$ cat src/rtl/pwm_tripgen_pkg.sv
package pwm_tripgen_pkg;
  typedef enum logic {DIR_UP = 1'b0, DIR_DOWN = 1'b1} cnt_dir_e;

  localparam int ADDR_PERIOD = 0;
  localparam int ADDR_CTRL   = 1;
  localparam int ADDR_QUAL   = 2;
  localparam int ADDR_CMP0   = 3;
endpackage

$ cat src/rtl/pwm_timebase.sv
module pwm_timebase
  import pwm_tripgen_pkg::*;
#(
  parameter int CW = 16
) (
  input  logic          clk,
  input  logic          rst,
  input  logic          sym,
  input  logic [CW-1:0] per_sh,
  output logic [CW-1:0] cnt,
  output logic [CW-1:0] per_act,
  output logic          at_zero
);
  cnt_dir_e dir;

  assign at_zero = (cnt == '0);

  always_ff @(posedge clk) begin
    if (rst) begin
      cnt     <= '0;
      per_act <= '0;
      dir     <= DIR_UP;
    end else begin
      if (at_zero) per_act <= per_sh;
      if (!sym) begin
        dir <= DIR_UP;
        cnt <= (cnt >= per_act) ? '0 : cnt + 1'b1;
      end else if (dir == DIR_UP) begin
        if (cnt >= per_act) begin
          if (per_act == '0) begin
            cnt <= '0;
          end else begin
            cnt <= cnt - 1'b1;
            dir <= DIR_DOWN;
          end
        end else begin
          cnt <= cnt + 1'b1;
        end
      end else begin
        if (cnt <= 1) begin
          cnt <= '0;
          dir <= DIR_UP;
        end else begin
          cnt <= cnt - 1'b1;
        end
      end
    end
  end
endmodule

$ cat src/rtl/pwm_deadband.sv
module pwm_deadband #(
  parameter int DBW = 16
) (
  input  logic           clk,
  input  logic           rst,
  input  logic           d,
  input  logic [DBW-1:0] db,
  output logic           hi,
  output logic           lo
);
  logic           prev;
  logic [DBW-1:0] run, run_n;

  always_comb begin
    if (d != prev)      run_n = '0;
    else if (run != '1) run_n = run + 1'b1;
    else                run_n = run;
  end

  always_ff @(posedge clk) begin
    if (rst) begin
      prev <= 1'b0;
      run  <= '0;
      hi   <= 1'b0;
      lo   <= 1'b0;
    end else begin
      prev <= d;
      run  <= run_n;
      hi   <= d  && (run_n >= db);
      lo   <= !d && (run_n >= db);
    end
  end
endmodule

$ cat src/rtl/pwm_faultqual.sv
module pwm_faultqual #(
  parameter int QW = 4
) (
  input  logic          clk,
  input  logic          rst,
  input  logic          fault_n,
  input  logic [QW-1:0] qlen,
  output logic          level
);
  logic          s1, s2;
  logic [QW-1:0] qcnt, qcnt_n;

  always_comb begin
    if (s2)              qcnt_n = '0;
    else if (qcnt != '1) qcnt_n = qcnt + 1'b1;
    else                 qcnt_n = qcnt;
  end

  always_ff @(posedge clk) begin
    if (rst) begin
      s1    <= 1'b1;
      s2    <= 1'b1;
      qcnt  <= '0;
      level <= 1'b0;
    end else begin
      s1    <= fault_n;
      s2    <= s1;
      qcnt  <= qcnt_n;
      level <= !s2 && (qcnt_n >= qlen);
    end
  end
endmodule

$ cat src/rtl/pwm_tripgen.sv
module pwm_tripgen
  import pwm_tripgen_pkg::*;
#(
  parameter int NPAIR = 3,
  parameter int CW    = 16,
  parameter int QW    = 4,
  parameter int AW    = 4,
  parameter int QRST  = 4
) (
  input  logic             clk,
  input  logic             rst,
  input  logic             wr_en,
  input  logic [AW-1:0]    wr_addr,
  input  logic [CW-1:0]    wr_data,
  input  logic             clr_fault,
  input  logic             fault_n,
  output logic [NPAIR-1:0] pwm_hi,
  output logic [NPAIR-1:0] pwm_lo,
  output logic [NPAIR-1:0] pwm_oe,
  output logic             fault_irq,
  output logic             fault_level
);
  localparam int DB_BASE = ADDR_CMP0 + NPAIR;
  localparam int IRQ_BIT = NPAIR + 1;

  logic [CW-1:0]    per_sh, per_act, cnt;
  logic [CW-1:0]    cmp_sh  [NPAIR];
  logic [CW-1:0]    cmp_act [NPAIR];
  logic [CW-1:0]    db_reg  [NPAIR];
  logic [NPAIR-1:0] raw_q, trip_en;
  logic [QW-1:0]    qlen;
  logic             sym, irq_en, at_zero, tripped;

  // register write port
  always_ff @(posedge clk) begin
    if (rst) begin
      per_sh  <= '0;
      sym     <= 1'b0;
      trip_en <= '1;
      irq_en  <= 1'b0;
      qlen    <= QW'(QRST);
      for (int i = 0; i < NPAIR; i++) begin
        cmp_sh[i] <= '0;
        db_reg[i] <= '0;
      end
    end else if (wr_en) begin
      if (wr_addr == AW'(ADDR_PERIOD)) per_sh <= wr_data;
      if (wr_addr == AW'(ADDR_CTRL)) begin
        sym     <= wr_data[0];
        trip_en <= wr_data[NPAIR:1];
        irq_en  <= wr_data[IRQ_BIT];
      end
      if (wr_addr == AW'(ADDR_QUAL)) qlen <= wr_data[QW-1:0];
      for (int i = 0; i < NPAIR; i++) begin
        if (wr_addr == AW'(ADDR_CMP0 + i)) cmp_sh[i] <= wr_data;
        if (wr_addr == AW'(DB_BASE + i))   db_reg[i] <= wr_data;
      end
    end
  end

  pwm_timebase #(.CW(CW)) u_tb (
    .clk(clk), .rst(rst), .sym(sym), .per_sh(per_sh),
    .cnt(cnt), .per_act(per_act), .at_zero(at_zero)
  );

  generate
    for (genvar g = 0; g < NPAIR; g++) begin : g_pair
      always_ff @(posedge clk) begin
        if (rst) begin
          cmp_act[g] <= '0;
          raw_q[g]   <= 1'b0;
        end else begin
          if (at_zero) cmp_act[g] <= cmp_sh[g];
          raw_q[g] <= (cnt < cmp_act[g]);
        end
      end

      pwm_deadband #(.DBW(CW)) u_db (
        .clk(clk), .rst(rst), .d(raw_q[g]), .db(db_reg[g]),
        .hi(pwm_hi[g]), .lo(pwm_lo[g])
      );
    end
  endgenerate

  pwm_faultqual #(.QW(QW)) u_fq (
    .clk(clk), .rst(rst), .fault_n(fault_n), .qlen(qlen), .level(fault_level)
  );

  // trip latch, output enables and interrupt
  always_ff @(posedge clk) begin
    if (rst) begin
      tripped   <= 1'b0;
      pwm_oe    <= '1;
      fault_irq <= 1'b0;
    end else begin
      if (fault_level)    tripped <= 1'b1;
      else if (clr_fault) tripped <= 1'b0;
      pwm_oe    <= ~(tripped ? trip_en : '0);
      fault_irq <= tripped & irq_en;
    end
  end
endmodule

$ cat config.mk
export PLATFORM = sky130hd
export DESIGN_NAME = pwm_tripgen
export DESIGN_NICKNAME = d
export VERILOG_FILES = /design/src/rtl/pwm_tripgen_pkg.sv /design/src/rtl/pwm_timebase.sv /design/src/rtl/pwm_deadband.sv /design/src/rtl/pwm_faultqual.sv /design/src/rtl/pwm_tripgen.sv
export SDC_FILE = /design/constraint.sdc
export NUM_CORES = 1
export LEC_CHECK = 0
export ABC_AREA = 0
export BUFFER_PORTS_ARGS = -buffer_cell sky130_fd_sc_hd__buf_2
export CAP_MARGIN = 20
export CORE_MARGIN = 2
export CORE_UTILIZATION = 30
export DETAILED_ROUTE_END_ITERATION = 10
export GPL_ROUTABILITY_DRIVEN = 0
export SYNTH_ARGS = -nofsm -noshare
export SYNTH_HDL_FRONTEND = slang
export SYNTH_SLANG_ARGS = --single-unit
$ cat constraint.sdc
create_clock -name clk -period 3.5 [get_ports clk]
set_clock_uncertainty 0.15 [all_clocks]
set_input_delay 0.525 -clock clk [delete_from_list [all_inputs] [get_ports clk]]
set_output_delay 0.525 -clock clk [all_outputs]
set_load 0.005 [all_outputs]
* Yosys cells after proc, flatten, opt, wreduce, memory -nomap -nowiden
Memories as Yosys holds them, arrays and structs flattened.
Index checks and enable logic that the tools add are counted.
** Word-level totals
- Logic and storage cells :: 153
- Flip-flop bits (word level) :: 130
- Memories kept :: 3
- Output and inout bits :: 11
- Input bits :: 25
- RAM bits :: 144
** Operators by class
- Mux-type cells :: 59
- Equality and inequality tests :: 15
- Order comparisons :: 9
- Add/sub/neg operators :: 6
- Bitwise operators :: 12
- Reductions and logical operators :: 19
** Memory list
- cmp_act :: words 3, bits a word 16, rd ports 3, clocked after Yosys merged registers in 0, write ports 3, RTL line pwm_tripgen.sv:28 : logic [CW-1:0] cmp_act [NPAIR];
- cmp_sh :: words 3, bits a word 16, rd ports 3, clocked after Yosys merged registers in 0, write ports 3, RTL line pwm_tripgen.sv:27 : logic [CW-1:0] cmp_sh [NPAIR];
- db_reg :: words 3, bits a word 16, rd ports 3, clocked after Yosys merged registers in 0, write ports 3, RTL line pwm_tripgen.sv:29 : logic [CW-1:0] db_reg [NPAIR];
** Operators with widths (number)
- 16-bit 2-to-1 mux :: 21
- 16-bit by 1-bit adder with 16-bit output, second input constant :: 4
- 16-bit greater-or-equal comparator :: 4
- 16-bit less-than comparator :: 3
- 16-bit inequality test, second input constant :: 3
- 1-bit 2-to-1 mux :: 35
- 16-bit zero test :: 2
- 4-bit by 3-bit == test with 1-bit output, second input constant :: 4
- 16-bit by 1-bit less-or-equal comparator with 1-bit output, second input constant :: 1
- 16-bit by 1-bit subtractor with 16-bit output, second input constant :: 1
- 1-bit bitwise OR :: 9
- 4-bit by 2-bit == test with 1-bit output, second input constant :: 2
- 4-bit 2-to-1 mux :: 2
- 1-bit logical AND :: 7
- 2-bit AND reduction :: 3
- 4-bit by 1-bit adder with 4-bit output, second input constant :: 1
- 4-bit by 1-bit == test with 1-bit output, second input constant :: 1
- 4-bit == test, second input constant :: 1
- 4-bit greater-or-equal comparator :: 1
- 1-bit zero test :: 4
- 4-bit zero test :: 1
- 4-bit inequality test, second input constant :: 1
- 3-bit 2-to-1 mux :: 1
- 1-bit inequality test :: 3
- 5 further kinds :: 5

* Logic depth before layout (Yosys ltp)
Gate-level depths: netlist of run 1.
- Depth in word-level cells :: 6
- Gate-level depth with buffers :: 16

* By module
From an unflattened synthesis of run 1, not the netlist that was laid out.
** Unflattened totals
- Cells, all modules :: 1438
- Area total of the unflattened synthesis :: 14312.5 um^2
** By module, submodules not included
- pwm_tripgen :: sequential area each 4984.8 um^2, cells an instance 540, area an instance 7299.5 um^2, instances 1
- pwm_deadband :: sequential area each 380.4 um^2, cells an instance 192, area an instance 1481.4 um^2, instances 3
- pwm_timebase :: sequential area each 660.6 um^2, cells an instance 281, area an instance 2197.1 um^2, instances 1
- pwm_faultqual :: sequential area each 140.1 um^2, cells an instance 41, area an instance 371.6 um^2, instances 1

* Worst setup path before layout of run 1
OpenSTA, ideal clock, no wires.
- Path type :: register to register
- Start :: register u_tb.cnt[3]
- End :: memory cmp_act[0][0], enable pin
- Setup slack :: -0.118 ns
- Arrival time :: 3.054 ns
- Path buffers :: 2
- Required time :: 2.937 ns
- Setup time :: 0.413 ns
- Cell stages (with the launch flop) :: 8
- Path through :: dfxtp_1 -> buf_4 -> or3_4 -> or3b_4 -> nand4b_4 -> or3_1 -> buf_2 -> nand2b_1
** RTL lines
- start: declaration :: RTL line pwm_timebase.sv:10 : output logic [CW-1:0] cnt,
- start signal: assignment :: RTL line pwm_timebase.sv:27 : cnt <= (cnt >= per_act) ? '0 : cnt + 1'b1;
- start signal: assignment :: RTL line pwm_timebase.sv:33 : cnt <= cnt - 1'b1;
- start signal: assignment :: RTL line pwm_timebase.sv:37 : cnt <= cnt + 1'b1;
- end: declaration :: RTL line pwm_tripgen.sv:28

* Worst setup path in the final report of run 1
- Start :: register g_pair[0].u_db.run[0]
- End :: register g_pair[0].u_db.lo
** On the way
- Longest elaborated chain between the ends :: 5
- Elaborated cells on any way between the ends :: 6
- Those cells by class :: add/sub (1); order compare (1); eq/ne (1); mux (2); reduce/logical (1)
** Ends and longest elaborated chain
- start: declaration :: RTL line pwm_deadband.sv:12 : logic [DBW-1:0] run, run_n;
- start signal: assignment :: RTL line pwm_deadband.sv:28 : run <= run_n;
- 16-bit by 1-bit adder with 16-bit output / 16-bit inequality test (equally long branches) :: RTL line pwm_deadband.sv:16 : else if (run != '1) run_n = run + 1'b1;
- 16-bit 2-to-1 mux (*) :: RTL line pwm_deadband.sv:16
- 16-bit 2-to-1 mux (*) :: RTL line pwm_deadband.sv:15 : if (d != prev) run_n = '0;
- 16-bit greater-or-equal comparator (*) :: RTL line pwm_deadband.sv:30 : lo <= !d && (run_n >= db);
- 1-bit logical AND (*) :: RTL line pwm_deadband.sv:30
- end signal: assignment :: RTL line pwm_deadband.sv:30
- end: declaration :: RTL line pwm_deadband.sv:9 : output logic lo
Mark *: on every way between the ends. The rest lies on a longest branch, timed or not.
A chain may end at the register's enable or synchronous reset.

==> results of run 1 <==
-- per-layer routing --
metal	routed length, um	part of all wire	vias up	global-route usage
met5	0	0	-	0
met4	918	0.031	0	0.0436
met3	1230	0.041	58	0.0156
met2	13600	0.45	194	0.211
met1	14200	0.47	4471	0.178
li1	-	-	4736	-
-- synthesized netlist by cell type, drive strengths merged (11+ instances only) --
| library cell | number |
|---|---|
| nand3 | 34 |
| a21o | 36 |
| inv | 123 |
| edfxtp | 144 |
| nand2 | 114 |
| mux2i | 14 |
| clkbuf | 40 |
| xor2 | 30 |
| o21ai | 15 |
| nor2b | 21 |
| ha | 120 |
| xnor2 | 11 |
| and3 | 13 |
| a21oi | 70 |
| dfxtp | 130 |
| buf | 12 |
| nor2 | 109 |
| nand2b | 20 |
| nor4 | 17 |
| and2 | 77 |
| nor3 | 45 |
| nand4 | 27 |
-- worst paths after layout --
path                                       startpoint                 to  slack [ns]  cells past startpoint
worst min register to register             trip_en[0]          pwm_oe[0]        0.24                      1
worst max register to register  g_pair[0].u_db.run[0]  g_pair[0].u_db.lo        0.25                     15
worst max-delay path            g_pair[0].u_db.run[0]  g_pair[0].u_db.lo        0.25                     15
worst min-delay path                      wr_data[15]         per_sh[15]        0.09                      3
-- final cells by class --
| cell class | count | share of cell area |
|---|---|---|
| clock buffers | 40 | 0.0563 |
| clock inverters | 14 | 0.0132 |
| inverters | 123 | 0.0295 |
| multi-input cells | 876 | 0.380 |
| flip-flops and latches | 274 | 0.443 |
| well taps | 592 | 0.0473 |
| repair buffers | 74 | 0.0310 |
-- where the power goes --
part | internal [mW] | switching (mW)
sequential | 3.82 | 0.131
combinational | 0.700 | 1.15
clock | 2.13 | 1.28
-- logic make-up (layout without fill, tap and decap cells) --
family / count (synthesis) / after routing / share of synthesized area
AO/OA/AOI/OAI: 193 / 193 / 0.0948
adder cells (fa/ha/maj): 120 / 120 / 0.111
AND/OR/NAND/NOR: 508 / 508 / 0.192
flip-flops: 274 / 274 / 0.513
multiplexers: 14 / 14 / 0.0104
XOR/XNOR: 41 / 41 / 0.0266
buffers and inverters: 175 / 251 / 0.0521
-- per-stage QoR --
step | cell area [sq um] | cells | util | worst slack, ns | hold slack (ns)
2_1_floorplan | 13500 | 1325 | - | 0.213 | 0.209
3_3_place_gp | 14500 | 1937 | 0.327 | 0.0309 | 0.229
3_5_place_dp | 14500 | 1937 | 0.327 | 0.00565 | 0.223
4_1_cts | 15600 | 1992 | 0.352 | 0.0425 | 0.0689
5_1_grt | 15600 | 1993 | 0.353 | -0.0365 | 0.0655
6_report | 15600 | 1993 | 0.353 | 0.250 | 0.0905
-- worst max-delay path: stages, from the launching register on --
cell      delay [ns]
dfxtp_1         0.37
ha_1            0.17
and3_2          0.23
nand3_1         0.15
nor2b_2         0.18
nand2_2         0.15
xor2_1          0.16
nand2_1         0.09
ha_1            0.31
nand2b_1        0.14
a21o_1          0.18
a21o_1          0.17
a21oi_1         0.15
o211ai_1        0.12
a221oi_2        0.33
nor3_1          0.08
-- what timing repair did --
| item | 4_1_cts | 5_1_grt |
|---|---|---|
| pin swaps | 0 | 3 |
| endpoints found under the setup margin | 2 | 6 |
| gates resized for setup | 1 | 16 |
| hold endpoints to repair | 1 | 0 |
| hold buffers | 1 | 0 |
| buffers inserted | 0 | 1 |
==> results by group, run 1 <==
Final layout
  – Sequential Area: 0.00693 sq mm
  – Area of the multi-input gates: 0.00594 sq mm
  – Layout cells sized above 1: 0.115
  – Commonest cells after routing, fill and taps aside: edfxtp_1, dfxtp_1, inv_1, ha_1, nand2_1
  – Fill count: 4480
  – Commonest non-fill, non-tap cell in the layout: edfxtp_1
  – Diode count: 0
  – Layout area overhead: 15.9%
  – Layout net count: 1523

Logic synthesis
  – Netlist cell types: 60
  – Synth top area share: 0.320
  – Area contributors post-synth: edfxtp_1, dfxtp_1, ha_1, and2_1, inv_1
  – Ys async rst share: 0
  – Register bit count reported by yosys: 274
  – Mapped Cells: 1325
  – Number of enable flip-flop cells after synthesis: 144
  – Seq/Total Area, Yosys: 0.513
  – Synth Warn #: 0
  – Largest area contributor in the netlist: edfxtp_1
  – Mapped cell area: 0.0135 sq mm
  – Synth Area per Inst: 10.2 sq um
  – Net Count, Synth: 1470
  – Primary FF master, synth: edfxtp_1

Floorplan
  – Core Area: 0.0443 sq mm
  – Site row count: 77
  – Die Wd: 216 um
  – Die area: 0.0467 sq mm
  – Height of the die: 216 um
  – Initial Util: 0.305
  – I/O pin total: 36

Global route
  – Initial antenna violation count: 0
  – Largest net degree at the start of global routing: 54
  – Vias in the first global route: 9372
  – Grt total ovfl: 0
  – First-pass GRT wire length: 49100 um
  – GRT Util Overall: 0.129

STA
  – Setup TNS: 0 ns
  – Tmin final: 3.25 ns
  – RSZ-0062 raised after global routing: true
  – Final hold violation count: 0
  – Fmax achieved: 0.308 GHz
  – Worst Tran Pin Value: 0.858 ns
  – Final Setup Violations: 0
  – Slew headroom: 0.413
  – Fin crit share: 0.928
  – Max Transition Viols Final: 0

Drt
  – Total number of vias: 9459
  – DR pass1 iterations: 5
  – Routed len/inst: 15.0 um
  – Post-route ant nets: 0
  – Initial drt markers: 485
  – Residual DRC: 0
  – Post-Route WL: 30000 um
  – Vias/cell: 4.75

Worst setup path
  – CP Launch Type: flip-flop
  – Worst Path Required: 3.77 ns
  – CP endpoint kind: flip-flop
  – Arr. time, crit path: 3.52 ns
  – Kind of critical path: flip-flop to flip-flop
  – Worst-path fanout max: 8

Power and ir drop
  – P_leak: 6.50 nW
  – Max VDD drop: 0.000373 V
  – Power density cells: 588 mW/mm^2
  – Power Total: 9.20 mW

Placement
  – Port Buffers: 35
  – DP HPWL: 21900 um

Clock network
  – Clk slew on worst S/H paths: 0.06 ns
  – TritonCTS buffer count: 29
  – H-tree level count: 1
  – Clock Latency Late Sink: 0.55 ns
  – CTS tree: done
  – Max clock buf depth: 3
  – Clock sinks: 274
  – Clock Root Buffer: clkbuf_16

Flow run
  – Max_cap viols: 0

Hold path
  – Hold Path Class: input pin to flip-flop

Outcome
  – Run status: finished, final reports clean
Power figures use the tool's default switching activity.
==> inputs of run 2 (changes only) <==
clock period = 3.75 ns   (was 3.5 ns; I/O delays follow)
==> results by group, run 2 (synthesis results as in run 1) <==
Hold path
  – Hold Path Class: input pin to flip-flop
  – Hold depth: 2

Drt
  – Routed len/inst: 15.3 um
  – Initial drt markers: 593
  – Post-route ant nets: 0
  – Post-Route WL: 30300 um
  – DR pass1 iterations: 6
  – Vias/cell: 4.76
  – Residual DRC: 0
  – Total number of vias: 9432

Clock network
  – Clk slew on worst S/H paths: 0.06 ns
  – Clock Latency Late Sink: 0.56 ns
  – Clock sinks: 274
  – Post CTS Setup Buffer Count: 0
  – Clock Root Buffer: clkbuf_16
  – Post-cts resize count: 0
  – TritonCTS buffer count: 30
  – Hold Buf Count CTS: 0
  – H-tree level count: 1
  – CTS tree: done
  – Max clock buf depth: 3

Worst setup path
  – R2R cell count: 14
  – Kind of critical path: flip-flop to flip-flop
  – CP endpoint kind: flip-flop
  – Worst Path Required: 4.03 ns
  – Worst-path fanout max: 7
  – Arr. time, crit path: 3.74 ns
  – CP Launch Type: flip-flop

Power and ir drop
  – Power Total: 8.41 mW
  – Max VDD drop: 0.000357 V
  – Power density cells: 545 mW/mm^2
  – P_leak: 6.38 nW

Global route
  – Grt total ovfl: 0
  – First-pass GRT wire length: 49300 um
  – Initial antenna violation count: 0
  – GRT Util Overall: 0.131
  – Largest net degree at the start of global routing: 63
  – Vias in the first global route: 9303

Placement
  – Port Buffers: 35
  – Pre-CTS WS: 0.203 ns
  – DP HPWL: 21800 um
  – DP Area: 0.0144 sq mm

Final layout
  – Design area: 0.0154 sq mm
  – Layout cells sized above 1: 0.0929
  – Commonest cells after routing, fill and taps aside: edfxtp_1, dfxtp_1, inv_1, ha_1, nand2_1
  – Layout net count: 1509
  – Core Util, Final: 0.348
  – Layout area overhead: 14.3%
  – Commonest non-fill, non-tap cell in the layout: edfxtp_1

Flow run
  – Max_cap viols: 0

STA
  – Setup TNS: 0 ns
  – Max Transition Viols Final: 0
  – Slew headroom: 0.438
  – Fin crit share: 0.925
  – Fmax achieved: 0.288 GHz
  – Final worst setup slack: 0.283 ns
  – Tmin final: 3.47 ns
  – Final hold violation count: 0
  – Final Setup Violations: 0
  – Worst Tran Pin Value: 0.843 ns

Floorplan
  – Site row count: 77
  – Die Wd: 216 um
  – Die area: 0.0467 sq mm
  – Core Area: 0.0443 sq mm
  – Initial Util: 0.305
  – I/O pin total: 36
  – Height of the die: 216 um

Outcome
  – Run status: finished, final reports clean
-- run 2: cell types whose count changed in the layout (fill, tap and decap cells not counted), sizes merged --
| cell | before | now |
|---|---|---|
| diode | 0 | 1 |
| inv | 125 | 123 |
| bufinv | 5 | 3 |
| dlygate4sd3 | 1 | 0 |
| buf | 73 | 59 |
| clkinv | 5 | 11 |
-- run 2: final cells by class --
class                   instances  area (sq um)
multi-input cells             876          5910
inverters                     123           462
well taps                     592           741
clock inverters                16           153
flip-flops and latches        274          6930
fillers                      4491         28900
clock buffers                  40           861
repair buffers                 59           383
diodes                          1          2.50
-- run 2: path summary, 6_finish.rpt --
path | slack (ns) | to | start
hold / removal | 0.04 | u_fq.s1 | fault_n
hold reg to reg | 0.24 | pwm_oe[1] | trip_en[1]
setup / recovery | 0.28 | g_pair[2].u_db.lo | g_pair[2].u_db.run[3]
setup reg to reg | 0.28 | g_pair[2].u_db.lo | g_pair[2].u_db.run[3]
-- run 2: report_power, final --
part | internal [mW] | switching (mW) | total [mW]
registers | 3.57 | 0.134 | 3.70
logic | 0.658 | 1.06 | 1.72
clock network | 1.81 | 1.18 | 2.99
total | 6.03 | 2.38 | 8.41
-- run 2: stage by stage --
step	std cells	hold WS, ns
final	1981	0.0420
after global routing	1980	0.0209
after CTS	1980	0.0240
after detailed placement	1924	0.230
after global placement	1924	0.231
after floorplan	1325	0.209
-- run 2: layer usage --
layer / wire length, um / part of all wire / GRT usage
met1: 14200 / 0.47 / 0.180
met2: 14100 / 0.46 / 0.217
met3: 1440 / 0.047 / 0.0163
met4: 665 / 0.022 / 0.0349
met5: 0 / 0 / 0
-- run 2: critical path: stages (launching register included) --
cell and delay, ns:
dfxtp_1 0.39, and4_1 0.25, nand4_1 0.13, or3_1 0.50
and2_1 0.22, nand3_1 0.10, xor2_1 0.21, nor2_1 0.06
ha_1 0.33, a21o_1 0.16, a21o_1 0.17, a21oi_1 0.15
o211ai_1 0.14, a221oi_2 0.30, nor3_1 0.07
==> inputs of run 3 (changes only) <==
CORE_UTILIZATION = 55   (was 30)
PLACE_DENSITY = 0.72   (was unset)
==> results by group, run 3 (synthesis results as in run 1) <==
Drt
  – Routed len/inst: 17.0 um
  – Total number of vias: 9529
  – Post-route ant nets: 0
  – Initial drt markers: 639
  – Post-Route WL: 29200 um
  – DR pass1 iterations: 5
  – Vias/cell: 5.54
  – Residual DRC: 0

Final layout
  – Commonest non-fill, non-tap cell in the layout: edfxtp_1
  – Layout net count: 1517
  – Fill count: 1930
  – Layout area overhead: 12.4%
  – Commonest cells after routing, fill and taps aside: edfxtp_1, dfxtp_1, inv_1, ha_1, nand2_1
  – Diode count: 0
  – Layout cells sized above 1: 0.0996

Power and ir drop
  – Switch share: 0.281
  – Power density cells: 559 mW/mm^2
  – Internal Power: 6.10 mW
  – Sequential power share: 0.435
  – Max VDD drop: 0.000453 V
  – Clock share of power: 0.358
  – NetSw: 2.38 mW
  – Logic gate share of total power: 0.207
  – P_leak: 6.44 nW

Clock network
  – Clock Latency Late Sink: 0.55 ns
  – H-tree level count: 1
  – CTS tree: done
  – TritonCTS buffer count: 29
  – Clk slew on worst S/H paths: 0.06 ns
  – Max clock buf depth: 3
  – Clock sinks: 274
  – Clock Root Buffer: clkbuf_16
  – Hold Buf Count CTS: 0

Flow run
  – Max_cap viols: 0

Placement
  – Port Buffers: 35
  – DP HPWL: 20600 um

Worst setup path
  – Worst Path Required: 4.02 ns
  – CP endpoint kind: flip-flop
  – CP Launch Type: flip-flop
  – Kind of critical path: flip-flop to flip-flop
  – Arr. time, crit path: 3.74 ns
  – Worst-path fanout max: 6

STA
  – Tmin final: 3.47 ns
  – Worst Tran Pin Value: 0.816 ns
  – Setup TNS: 0 ns
  – Fin Hold WS: 0.0509 ns
  – Fin crit share: 0.927
  – Slew headroom: 0.456
  – Max Transition Viols Final: 0
  – RSZ-0062 raised after global routing: false
  – Fmax achieved: 0.288 GHz
  – Final hold violation count: 0
  – Final Setup Violations: 0

Global route
  – Initial antenna violation count: 0
  – First-pass GRT wire length: 46900 um
  – Largest net degree at the start of global routing: 54
  – GRT Util Overall: 0.228
  – Vias in the first global route: 9108
  – Grt total ovfl: 0

Floorplan
  – Height of the die: 161 um
  – Initial Util: 0.558
  – Site row count: 57
  – Core Area: 0.0242 sq mm
  – I/O pin total: 36
  – Die area: 0.0258 sq mm
  – Die Wd: 161 um

Hold path
  – Hold Path Class: input pin to flip-flop

Outcome
  – Run status: finished, final reports clean
run 3: changes by cell type in the layout (fill, tap and decap cells not counted), sizes merged:
cell,change
clkinvlp,-2
clkinv,-2
inv,+1
diode,-1
buf,+9
bufinv,+1
run 3: timing repair:
item                                   CTS  global route
resized for setup                        0             3
setup endpoints to repair                0             4
endpoints found under the hold margin    0             0
buffers inserted                         0             2
run 3: stage by stage:
step / worst slack, ns / instances / power, mW / util / cell area (sq um)
floorplan: 0.132 / 1325 / 4.95 / - / 13500
CTS: 0.0424 / 1717 / 8.53 / 0.626 / 15100
detailed placement: 0.0619 / 1663 / 5.49 / 0.584 / 14100
finish: 0.275 / 1719 / 8.49 / 0.628 / 15200
global placement: 0.244 / 1663 / 5.45 / 0.584 / 14100
global route: 0.0135 / 1719 / 8.88 / 0.628 / 15200
run 3: worst max-delay path, stage by stage, from the launching register on:
cell and delay, ns:
dfxtp_1 0.36, ha_1 0.18, and3_1 0.25, nand3_1 0.14, nor2b_1 0.25, nand2_1 0.22
buf_4 0.22, nand4_1 0.10, xor2_1 0.21, nor2_1 0.07, ha_1 0.31, a21o_1 0.17
a21oi_1 0.15, o211ai_1 0.16, a221oi_2 0.33, nor3_1 0.08
run 3: worst paths after layout:
path / start / to / slack [ns] / cells after the start
setup / recovery: g_pair[0].u_db.run[0] / g_pair[0].u_db.lo / 0.28 / 15
hold / removal: fault_n / u_fq.s1 / 0.05 / 2
setup reg to reg: g_pair[0].u_db.run[0] / g_pair[0].u_db.lo / 0.28 / 15
hold reg to reg: trip_en[1] / pwm_oe[1] / 0.24 / 1
run 3: power groups by stage:
stage	sequential [mW]	clock [mW]	combinational, mW
finish	3.69	3.04	1.76
global route	3.73	3.19	1.97
CTS	3.69	3.07	1.76
detailed placement	3.76	0	1.74
global placement	3.75	0	1.70
floorplan	3.73	0	1.23
run 3: layout make-up:
cell class	instances	area, sq um	share of cell area
Multi-Input combinational cell	876	5900	0.389
Clock buffer	40	851	0.0561
Tap cell	324	405	0.0267
Clock inverter	14	178	0.0117
Sequential cell	274	6930	0.456
Timing Repair Buffer	68	450	0.0297
Inverter	123	462	0.0304
run 3: per-layer routing:
layer	global-route usage	vias up	routed length, um	share of wire
met2	0.361	254	13100	0.45
met4	0.0684	0	741	0.025
met1	0.326	4483	13600	0.47
li1	-	4734	-	-
met3	0.0369	58	1710	0.059
met5	0	-	0	0
